`config.mk`:
```
export PLATFORM = sky130hd
export DESIGN_NAME = refresh_timer
export DESIGN_NICKNAME = d
export VERILOG_FILES = /design/src/rtl/rtimer_pkg.sv /design/src/rtl/rtimer_datapath.sv /design/src/rtl/rtimer_ctrl.sv /design/src/rtl/refresh_timer.sv
export SDC_FILE = /design/constraint.sdc
export NUM_CORES = 1
export LEC_CHECK = 0
export CORE_ASPECT_RATIO = 1.75
export CORE_MARGIN = 2
export CORE_UTILIZATION = 44
export CTS_CLUSTER_DIAMETER = 30
export DETAILED_ROUTE_END_ITERATION = 10
export DONT_BUFFER_PORTS = 1
export GPL_TIMING_DRIVEN = 0
export SLEW_MARGIN = 20
export SYNTH_ARGS = -nofsm -noshare
export SYNTH_HDL_FRONTEND = slang
export SYNTH_SLANG_ARGS = --single-unit
```
`constraint.sdc`:
```
create_clock -name clk -period 3.4 [get_ports clk]
set_clock_uncertainty 0.05 [all_clocks]
set_input_delay 0.17 -clock clk [delete_from_list [all_inputs] [get_ports clk]]
set_output_delay 0.17 -clock clk [all_outputs]
set_load 0.01 [all_outputs]
```
`src/rtl/rtimer_pkg.sv`:
```
package rtimer_pkg;

  // Prescaler commands from control to datapath
  typedef struct packed {
    logic step;   // advance one enabled cycle
    logic clear;  // force back to zero
  } preStrobe_t;

  // Refresh counter commands from control to datapath
  typedef struct packed {
    logic load;   // take the reload value
    logic dec;    // count one unit down
    logic clear;  // force back to zero
  } cntStrobe_t;

endpackage

```
`src/rtl/rtimer_datapath.sv`:
```
module rtimer_datapath
  import rtimer_pkg::*;
#(
  parameter int PRE_W = 6,
  parameter int CNT_W = 7
) (
  input  logic             clk,
  input  logic             rstN,
  input  preStrobe_t       preStb,
  input  cntStrobe_t       cntStb,
  input  logic [CNT_W-1:0] reloadVal,
  output logic             preWrap,
  output logic             cntIsZero,
  output logic             cntIsOne
);

  localparam logic [PRE_W-1:0] PRE_MAX = {PRE_W{1'b1}};
  localparam logic [CNT_W-1:0] CNT_ONE = CNT_W'(1);

  logic [PRE_W-1:0] preCnt;
  logic [CNT_W-1:0] unitCnt;

  // Prescaler: one unit per 2**PRE_W enabled cycles
  always_ff @(posedge clk or negedge rstN) begin
    if (!rstN)              preCnt <= '0;
    else if (preStb.clear)  preCnt <= '0;
    else if (preStb.step)   preCnt <= preCnt + PRE_W'(1);
  end

  assign preWrap = preStb.step && (preCnt == PRE_MAX);

  // Refresh unit counter
  always_ff @(posedge clk or negedge rstN) begin
    if (!rstN)              unitCnt <= '0;
    else if (cntStb.clear)  unitCnt <= '0;
    else if (cntStb.load)   unitCnt <= reloadVal;
    else if (cntStb.dec)    unitCnt <= unitCnt - CNT_ONE;
  end

  assign cntIsZero = (unitCnt == '0);
  assign cntIsOne  = (unitCnt == CNT_ONE);

  AST_WRAP_RESTARTS: assert property (@(posedge clk) disable iff (!rstN)
    preWrap && !preStb.clear |=> preCnt == '0);

  AST_IDLE_ZERO: assert property (@(posedge clk) disable iff (!rstN)
    cntIsZero && !cntStb.load |=> cntIsZero);

endmodule

```
`src/rtl/rtimer_ctrl.sv`:
```
module rtimer_ctrl
  import rtimer_pkg::*;
#(
  parameter int              DATA_W     = 32,
  parameter int              CNT_LSB    = 8,
  parameter int              CNT_W      = 7,
  parameter int              SR_BIT     = 16,
  parameter logic [DATA_W-1:0] RESET_WORD = '0
) (
  input  logic              clk,
  input  logic              rstN,
  input  logic              cfgWrEn,
  input  logic [DATA_W-1:0] cfgWrData,
  output logic [DATA_W-1:0] cfgRdData,
  input  logic              tickEn,
  input  logic              refreshAck,
  input  logic              preWrap,
  input  logic              cntIsZero,
  input  logic              cntIsOne,
  output preStrobe_t        preStb,
  output cntStrobe_t        cntStb,
  output logic [CNT_W-1:0]  reloadVal,
  output logic              refreshReq,
  output logic              selfRefresh
);

  logic [DATA_W-1:0] ctrlWord;
  logic              srOn;
  logic              dueNow;
  logic              reqQ;

  // Control word: whole word held so readback matches the write
  always_ff @(posedge clk or negedge rstN) begin
    if (!rstN)        ctrlWord <= RESET_WORD;
    else if (cfgWrEn) ctrlWord <= cfgWrData;
  end

  assign cfgRdData = ctrlWord;
  assign srOn      = ctrlWord[SR_BIT];
  assign reloadVal = ctrlWord[CNT_LSB +: CNT_W];

  // Strobes to the datapath
  always_comb begin
    preStb.clear = srOn;
    preStb.step  = tickEn && !srOn;
    cntStb.clear = srOn;
    // reload on expiry, and keep polling the field while idle at zero
    cntStb.load  = preWrap && (cntIsZero || cntIsOne);
    cntStb.dec   = preWrap && !cntIsZero && !cntIsOne;
  end

  assign dueNow = preWrap && cntIsOne;

  // Request level: a new expiry outranks a same-cycle acknowledge
  always_ff @(posedge clk or negedge rstN) begin
    if (!rstN)           reqQ <= 1'b0;
    else if (srOn)       reqQ <= 1'b0;
    else if (dueNow)     reqQ <= 1'b1;
    else if (refreshAck) reqQ <= 1'b0;
  end

  assign refreshReq  = reqQ;
  assign selfRefresh = srOn;

  AST_REQ_HOLD: assert property (@(posedge clk) disable iff (!rstN)
    refreshReq && !refreshAck && !selfRefresh |=> refreshReq);

  AST_ACK_DROPS: assert property (@(posedge clk) disable iff (!rstN)
    refreshReq && refreshAck && !dueNow |=> !refreshReq);

  AST_DUE_WINS: assert property (@(posedge clk) disable iff (!rstN)
    dueNow |=> refreshReq);

  AST_SR_QUIET: assert property (@(posedge clk) disable iff (!rstN)
    selfRefresh |=> !refreshReq);

  AST_WRITE_SEEN: assert property (@(posedge clk) disable iff (!rstN)
    cfgWrEn |=> cfgRdData == $past(cfgWrData));

  AST_RISE_ON_TICK: assert property (@(posedge clk) disable iff (!rstN)
    $rose(refreshReq) |-> $past(tickEn));

endmodule

```
`src/rtl/refresh_timer.sv`:
```
module refresh_timer
  import rtimer_pkg::*;
#(
  parameter int                DATA_W     = 32,
  parameter int                CNT_LSB    = 8,
  parameter int                CNT_W      = 7,
  parameter int                SR_BIT     = 16,
  parameter int                PRE_W      = 6,
  parameter logic [DATA_W-1:0] RESET_WORD = '0
) (
  input  logic              clk,
  input  logic              rstN,
  input  logic              cfgWrEn,
  input  logic [DATA_W-1:0] cfgWrData,
  output logic [DATA_W-1:0] cfgRdData,
  input  logic              tickEn,
  output logic              refreshReq,
  input  logic              refreshAck,
  output logic              selfRefresh
);

  preStrobe_t       preStb;
  cntStrobe_t       cntStb;
  logic [CNT_W-1:0] reloadVal;
  logic             preWrap;
  logic             cntIsZero;
  logic             cntIsOne;

  rtimer_ctrl #(
    .DATA_W(DATA_W), .CNT_LSB(CNT_LSB), .CNT_W(CNT_W),
    .SR_BIT(SR_BIT), .RESET_WORD(RESET_WORD)
  ) uCtrl (
    .clk(clk), .rstN(rstN),
    .cfgWrEn(cfgWrEn), .cfgWrData(cfgWrData), .cfgRdData(cfgRdData),
    .tickEn(tickEn), .refreshAck(refreshAck),
    .preWrap(preWrap), .cntIsZero(cntIsZero), .cntIsOne(cntIsOne),
    .preStb(preStb), .cntStb(cntStb), .reloadVal(reloadVal),
    .refreshReq(refreshReq), .selfRefresh(selfRefresh)
  );

  rtimer_datapath #(
    .PRE_W(PRE_W), .CNT_W(CNT_W)
  ) uPath (
    .clk(clk), .rstN(rstN),
    .preStb(preStb), .cntStb(cntStb), .reloadVal(reloadVal),
    .preWrap(preWrap), .cntIsZero(cntIsZero), .cntIsOne(cntIsOne)
  );

endmodule

```
; Word-level counts from Yosys, hierarchy flattened
; Index checks and enable logic that the tools add are counted.
[totals]
latchBits = 0
memories = 0
out_inout_bits = 34
word_cells = 30
ff_bits = 46
in_bits = 37
mem_bits_ro = 0
mem_bits_rw = 0
[classes]
n_mul = 0
mux = 8
n_bitwise = 0
reduce_logical = 14
shifts = 0
eq_ne = 2
order_cmp = 0
n_div = 0
add_sub_neg = 2
[ops]
columns = op, count
row1 = 7-bit two-way mux, 3
row2 = 6-bit two-way mux, 2
row3 = "7-bit by 1-bit == test with 1-bit output, second input constant", 1
row4 = 7-bit logical NOT, 1
row5 = "7-bit by 1-bit subtractor with 7-bit output, second input constant", 1
row6 = "6-bit by 1-bit adder with 6-bit output, second input constant", 1
row7 = "6-bit == test, second input constant", 1
row8 = 1-bit logical AND, 6
row9 = 3-bit nonzero test, 2
row10 = 1-bit logical NOT, 3
row11 = 1-bit two-way mux, 3
row12 = 2-bit nonzero test, 1
row13 = 1-bit logical OR, 1

; Longest topological paths before layout
[logic_depth]
depth_word = 8
ltp_mapped = 6
mapped_depth_nobuf = 6

; By module
; From an unflattened synthesis, not the netlist that was laid out.
[hier_totals]
hier_cells = 163
hier_area_um2 = 2267.2
[by_module_without_submodules]
columns = mod, n_inst, area_each_um2, cells_per_inst, seq_area_each_um2
row1 = rtimer_ctrl, 1, 1481.4, 85, 825.8
row2 = rtimer_datapath, 1, 785.8, 78, 325.3

; Worst setup path before layout
; No wires, ideal clock.
[synth_path]
path_type = flip-flop to flip-flop
startpoint = register uCtrl.ctrlWord[16], in the netlist uCtrl.cfgRdData[16]
endpoint = register uPath.unitCnt[5]
setup_slack_ns = 1.490
synth_period_minus_slack_ns = 1.910
t_arrival_ns = 1.738
n_path_buf = 1
setup_ns = 0.122
path_stages_with_launch = 6
t_required_ns = 3.228
cell_sequence = dfrtp_1 -> buf_6 -> nand3b_1 -> or2_4 -> or4_1 -> a32o_1
[synth_between]
elab_chain_cells = 6
word_cells_on_any_way = 9
classes_between = mux: 2 / reduce/logical: 7
[synth_lines]
columns = element, line_no
row1 = start: declaration, rtimer_ctrl.sv:27  ; logic [DATA_W-1:0] ctrlWord;
row2 = start signal: assignment, rtimer_ctrl.sv:35  ; else if (cfgWrEn) ctrlWord <= cfgWrData;
row3 = 1-bit logical NOT, rtimer_ctrl.sv:45  ; preStb.step = tickEn && !srOn;
row4 = 1-bit logical AND, rtimer_ctrl.sv:45
row5 = 1-bit logical AND, rtimer_datapath.sv:30  ; assign preWrap = preStb.step && (preCnt == PRE_MAX);
row6 = 1-bit logical AND (on tied branches), "rtimer_ctrl.sv:48, rtimer_ctrl.sv:49"
row7 = 7-bit two-way mux / 1-bit logical AND (equally long branches), "rtimer_datapath.sv:36, rtimer_ctrl.sv:49"
row8 = 7-bit two-way mux / 3-bit nonzero test (equally long branches), --
row9 = end signal: assignment, rtimer_datapath.sv:36  ; else if (cntStb.load) unitCnt <= reloadVal;
row10 = end signal: assignment, rtimer_datapath.sv:37  ; else if (cntStb.dec) unitCnt <= unitCnt - CNT_ONE;
row11 = end: declaration, rtimer_datapath.sv:21  ; logic [CNT_W-1:0] unitCnt;
; Parallel ways exist; a longest one is shown, timed or not.
; A chain may end at the register's enable or synchronous reset.

; Worst setup path in the final report
; Ends and elaborated chain as after synthesis.

==> summary by stage <==
Run status
The run finished with clean final reports.

Worst setup path
The worst setup path is launched from a flop. The worst setup path is of the reg2reg kind. The maximum fanout along the worst path is 10.

The element type at the critical path end is a flop. At the worst endpoint, the arrival time is between 2000 and 2500 ps. The data required time at the worst endpoint is around 3600 ps. For this design, the slowest cell found on the critical path is sky130_fd_sc_hd__or4_1. Traced cell by cell, the critical path runs through buf_6 > nand3b_1 > or2_4 > or4_1 > a32o_1. The largest stage delay on the critical path is 490 ps.

Clock tree
For the worst-skew pair, the clock arrives at the later sink with an insertion delay of 300 ps. The post-cts resize count is 0. Clock-pin slew was measured on the worst setup and hold paths at 90 ps. The H-tree was split into 2 levels. Post-CTS timing repair inserted 0 buffers for setup. The root buffer cell is sky130_fd_sc_hd__clkbuf_8.

In this run, CTS created clock tree buffers numbering 5. The clock tree from TritonCTS is yes. The longest clock path from root to sink contains 2 buffers. The clock sink count is 46.

Logic synthesis
Counting flops and latches in the post-synthesis netlist gives 46. The predominant post-synthesis flop cell is sky130_fd_sc_hd__dfrtp_1. Measured against the total synthesized area, the mux share comes to 20.9%. The leading area contributor after synthesis is sky130_fd_sc_hd__dfrtp_1. The synthesized-area fraction occupied by adder cells is 1.88%. Sorting the synthesized cells by how often they occur yields 46 x sky130_fd_sc_hd__dfrtp_1, 30 x sky130_fd_sc_hd__mux2_2, 10 x sky130_fd_sc_hd__nor2_1. The synthesized netlist devotes 5.20% of its cell area to compound gates. The fraction of registers with async set or reset after synthesis is 100%. Counting every instance in the synthesized netlist gives 152. After synthesis, the largest family of logic cells by area is multiplexers. The most frequent cell after synthesis is sky130_fd_sc_hd__dfrtp_1. The unique cell type count in the Yosys netlist is 30.

During synthesis, Yosys emitted a total of 0 warnings. By area the synthesized netlist is led by sky130_fd_sc_hd__dfrtp_1 58%, sky130_fd_sc_hd__mux2_2 17%, sky130_fd_sc_hd__mux2i_1 4.0%. In this run the biggest area consumer among cell types represents 57.7% of the synthesized area. After Yosys synthesis, and, or, nand and nor cells account for about a tenth of the synthesized area. The per-instance average area after synthesis is 13.1 um^2. The synthesized netlist occupies a cell area of 2000 um^2. The post-synthesis net count is 192. The share of the yosys chip area belonging to registers is ~58%.

Of the total synthesized cell area, the portion taken by XOR and XNOR cells is 1.76%. Counting flops with a built-in enable in the synthesized netlist gives 0.

GRT
The maximum number of pins on one net before global-route repair is between 40 and 50. Global routing used under 10% of the available met3 tracks. The via count of the first global-routing pass is 1425. For this run, global-route usage on met1 was measured as 18.4%. After global routing, the most crowded layer is met2. The initial antenna violation count is 0. The first global-routing pass estimated approximately 6400 um of wire. In the global route stage, met2 resource usage came out at 29.6%. The total global routing track utilization is 17.2%. For this run the aggregate overflow at the end of global routing stands at 0.

Die
The starting density of the core is 45.3%. The number of top-level pins is between 70 and 80. The overall die area is 5110 um^2.

The floorplan has 32 rows. The core area is 4400 um^2. The height of the die is 93.1 um. The horizontal die dimension is 54.9 um.

Pwr
The design draws 0.00110 W. IR analysis of the VDD net gives a maximum drop of between 0.3 and 0.4 mV. Dividing total power by cell area gives a power density of 437 nW/um^2. Summed over all cells, the static leakage comes to 1.11 nW.

STA
Setup violations remaining at the end of the flow were counted as 0. The total count of hold-check failures in the final report came to 0. The worst pin sits at a relative slew slack of a little under two thirds. The maximum frequency from static timing analysis is 0.486 GHz.

Subtracting the final worst setup slack from the clock period gives approximately 2000 ps. Setup repair after global routing left no endpoint under its margin. Adding up every negative setup slack in the final design gives 0 ps. The share of the clock period used by the worst path after layout is 60.5%. The worst hold-check slack is around 75 ps. At the pin with the least slew margin, the transition time is 544 ps. The max-slew violation count is 0.

Detailed routing
After detailed routing, the average wire length per cell comes to ~16 um. The total wirelength of the detailed-routed design is 4030 um. In the routed layout, each cell is associated on average with a via count of 5.55. The initial detailed-routing violation count is 14.

For this block, the via count after detailed routing is between 1000 and 1500. The number of detailed-route iterations in the first pass is 4. For this run, design rule violations remaining after detail routing come to 0. The detail route stage leaves a number of antenna-violating nets equal to 0.

Min path
The tightest min-delay check is of the in2reg type.

Final layout
The layout has 386 filler cells. The final instance count without filler cells is 246. The area occupied by multi-input gates is 788 um^2. The relative area change from synthesis to final layout is 26.0%.

Cells with a size suffix above 1 make up between 20% and 30% of the layout. The register area is between 1000 and 1500 um^2. The post-layout net count is 234.

0 antenna diodes ended up in the layout.

Placement
The count of buffers added on input and output ports is 0. The congestion estimate from routability-driven global placement came to 0.860. After legalization and detailed placement, the total HPWL measured 2780 um. The number of placed cells counting well taps is approximately 200.

Run
Max-cap violations in this run came to 0.
==> through the flow <==
step / instance area (um^2) / worst slack, ps / util, %
finish: 2510 / 1340 / 57.1
global route: 2510 / 1280 / 57.1
CTS: 2510 / 1350 / 57.1
detailed placement: 2060 / 1360 / 46.8
global placement: 2060 / 1350 / 46.8
floorplan: 2000 / 1490 / -
==> critical path: cells and delay by family, from the launching register on <==
family | cells | cell delay (ps)
simple gates | 3 | 1020
flops | 1 | 440
compound gates | 1 | 280
buf+inv | 1 | 160
==> logic make-up (layout without fill, tap and decap cells) <==
logic type                 count (synthesis)  count (layout)
and+or+nand+nor                           32              32
buffers and inverters                     12              55
AOI/OAI and AO/OA                         17              17
DFF                                       46              46
xor gates and xnor gates                   4               4
adders and majority gates                  3               3
muxes                                     38              38
==> sequential cells by signal, indices dropped and copies added (netlist names) <==
register,flops
uCtrl.cfgRdData,32
uPath.preCnt,6
uPath.unitCnt,7
uCtrl.refreshReq,1
==> path summary, 6_finish.rpt <==
path                                      from                  end  slack [ps]  cells past startpoint
max                        uCtrl.cfgRdData[16]     uPath.unitCnt[5]        1340                      5
min                                 refreshAck     uCtrl.refreshReq          70                      2
max reg2reg                uCtrl.cfgRdData[16]     uPath.unitCnt[5]        1340                      5
min reg2reg                   uPath.unitCnt[5]     uPath.unitCnt[5]         500                      1
max in group asynchronous                 rstN      uPath.preCnt[3]        2750                      2
min in group asynchronous                 rstN  uCtrl.cfgRdData[15]         330                      2
==> placed cells by master (no fill, tap or decap), drive strengths merged, types with 2 or more instances in the layout <==
master,Yosys,routed
a21oi,3,3
a32o,2,2
buf,2,3
clkbuf,4,9
clkinv,0,2
dfrtp,46,46
dlygate4sd3,0,34
ha,3,3
inv,6,7
mux2,30,30
mux2i,8,8
nand2,7,7
nand4,2,2
nor2,10,10
nor3,3,3
o21ai,8,8
or3,3,3
xnor2,2,2
xor2,2,2
==> cell type report <==
class                      instances  area share, %
clock inverter                     3          0.746
sequential                        46           45.8
inverter                           6          0.896
tap                               51           2.54
multi-input combinational         94           31.3
timing repair buffer              35           14.6
clock buffer                       5           2.74
buffer                             6           1.34
==> layer usage <==
metal  share of wire, %  vias to the layer above
met1                 36                      689
met5                  0                        -
met3                6.2                        8
met2                 55                       46
met4                2.2                        0
li1                   -                      622
==> what timing repair did <==
action,CTS,global route
endpoints found under the setup margin,0,0
hold buffers,35,0
hold endpoints to repair,80,0
==> report_power, final <==
part           switching (W)  internal, W  total (W)
Combinational      0.0000484    0.0000764   0.000125
Clock               0.000185     0.000145   0.000330
Sequential         0.0000538     0.000590   0.000644
Note: power is estimated with default switching activity, not from simulation.
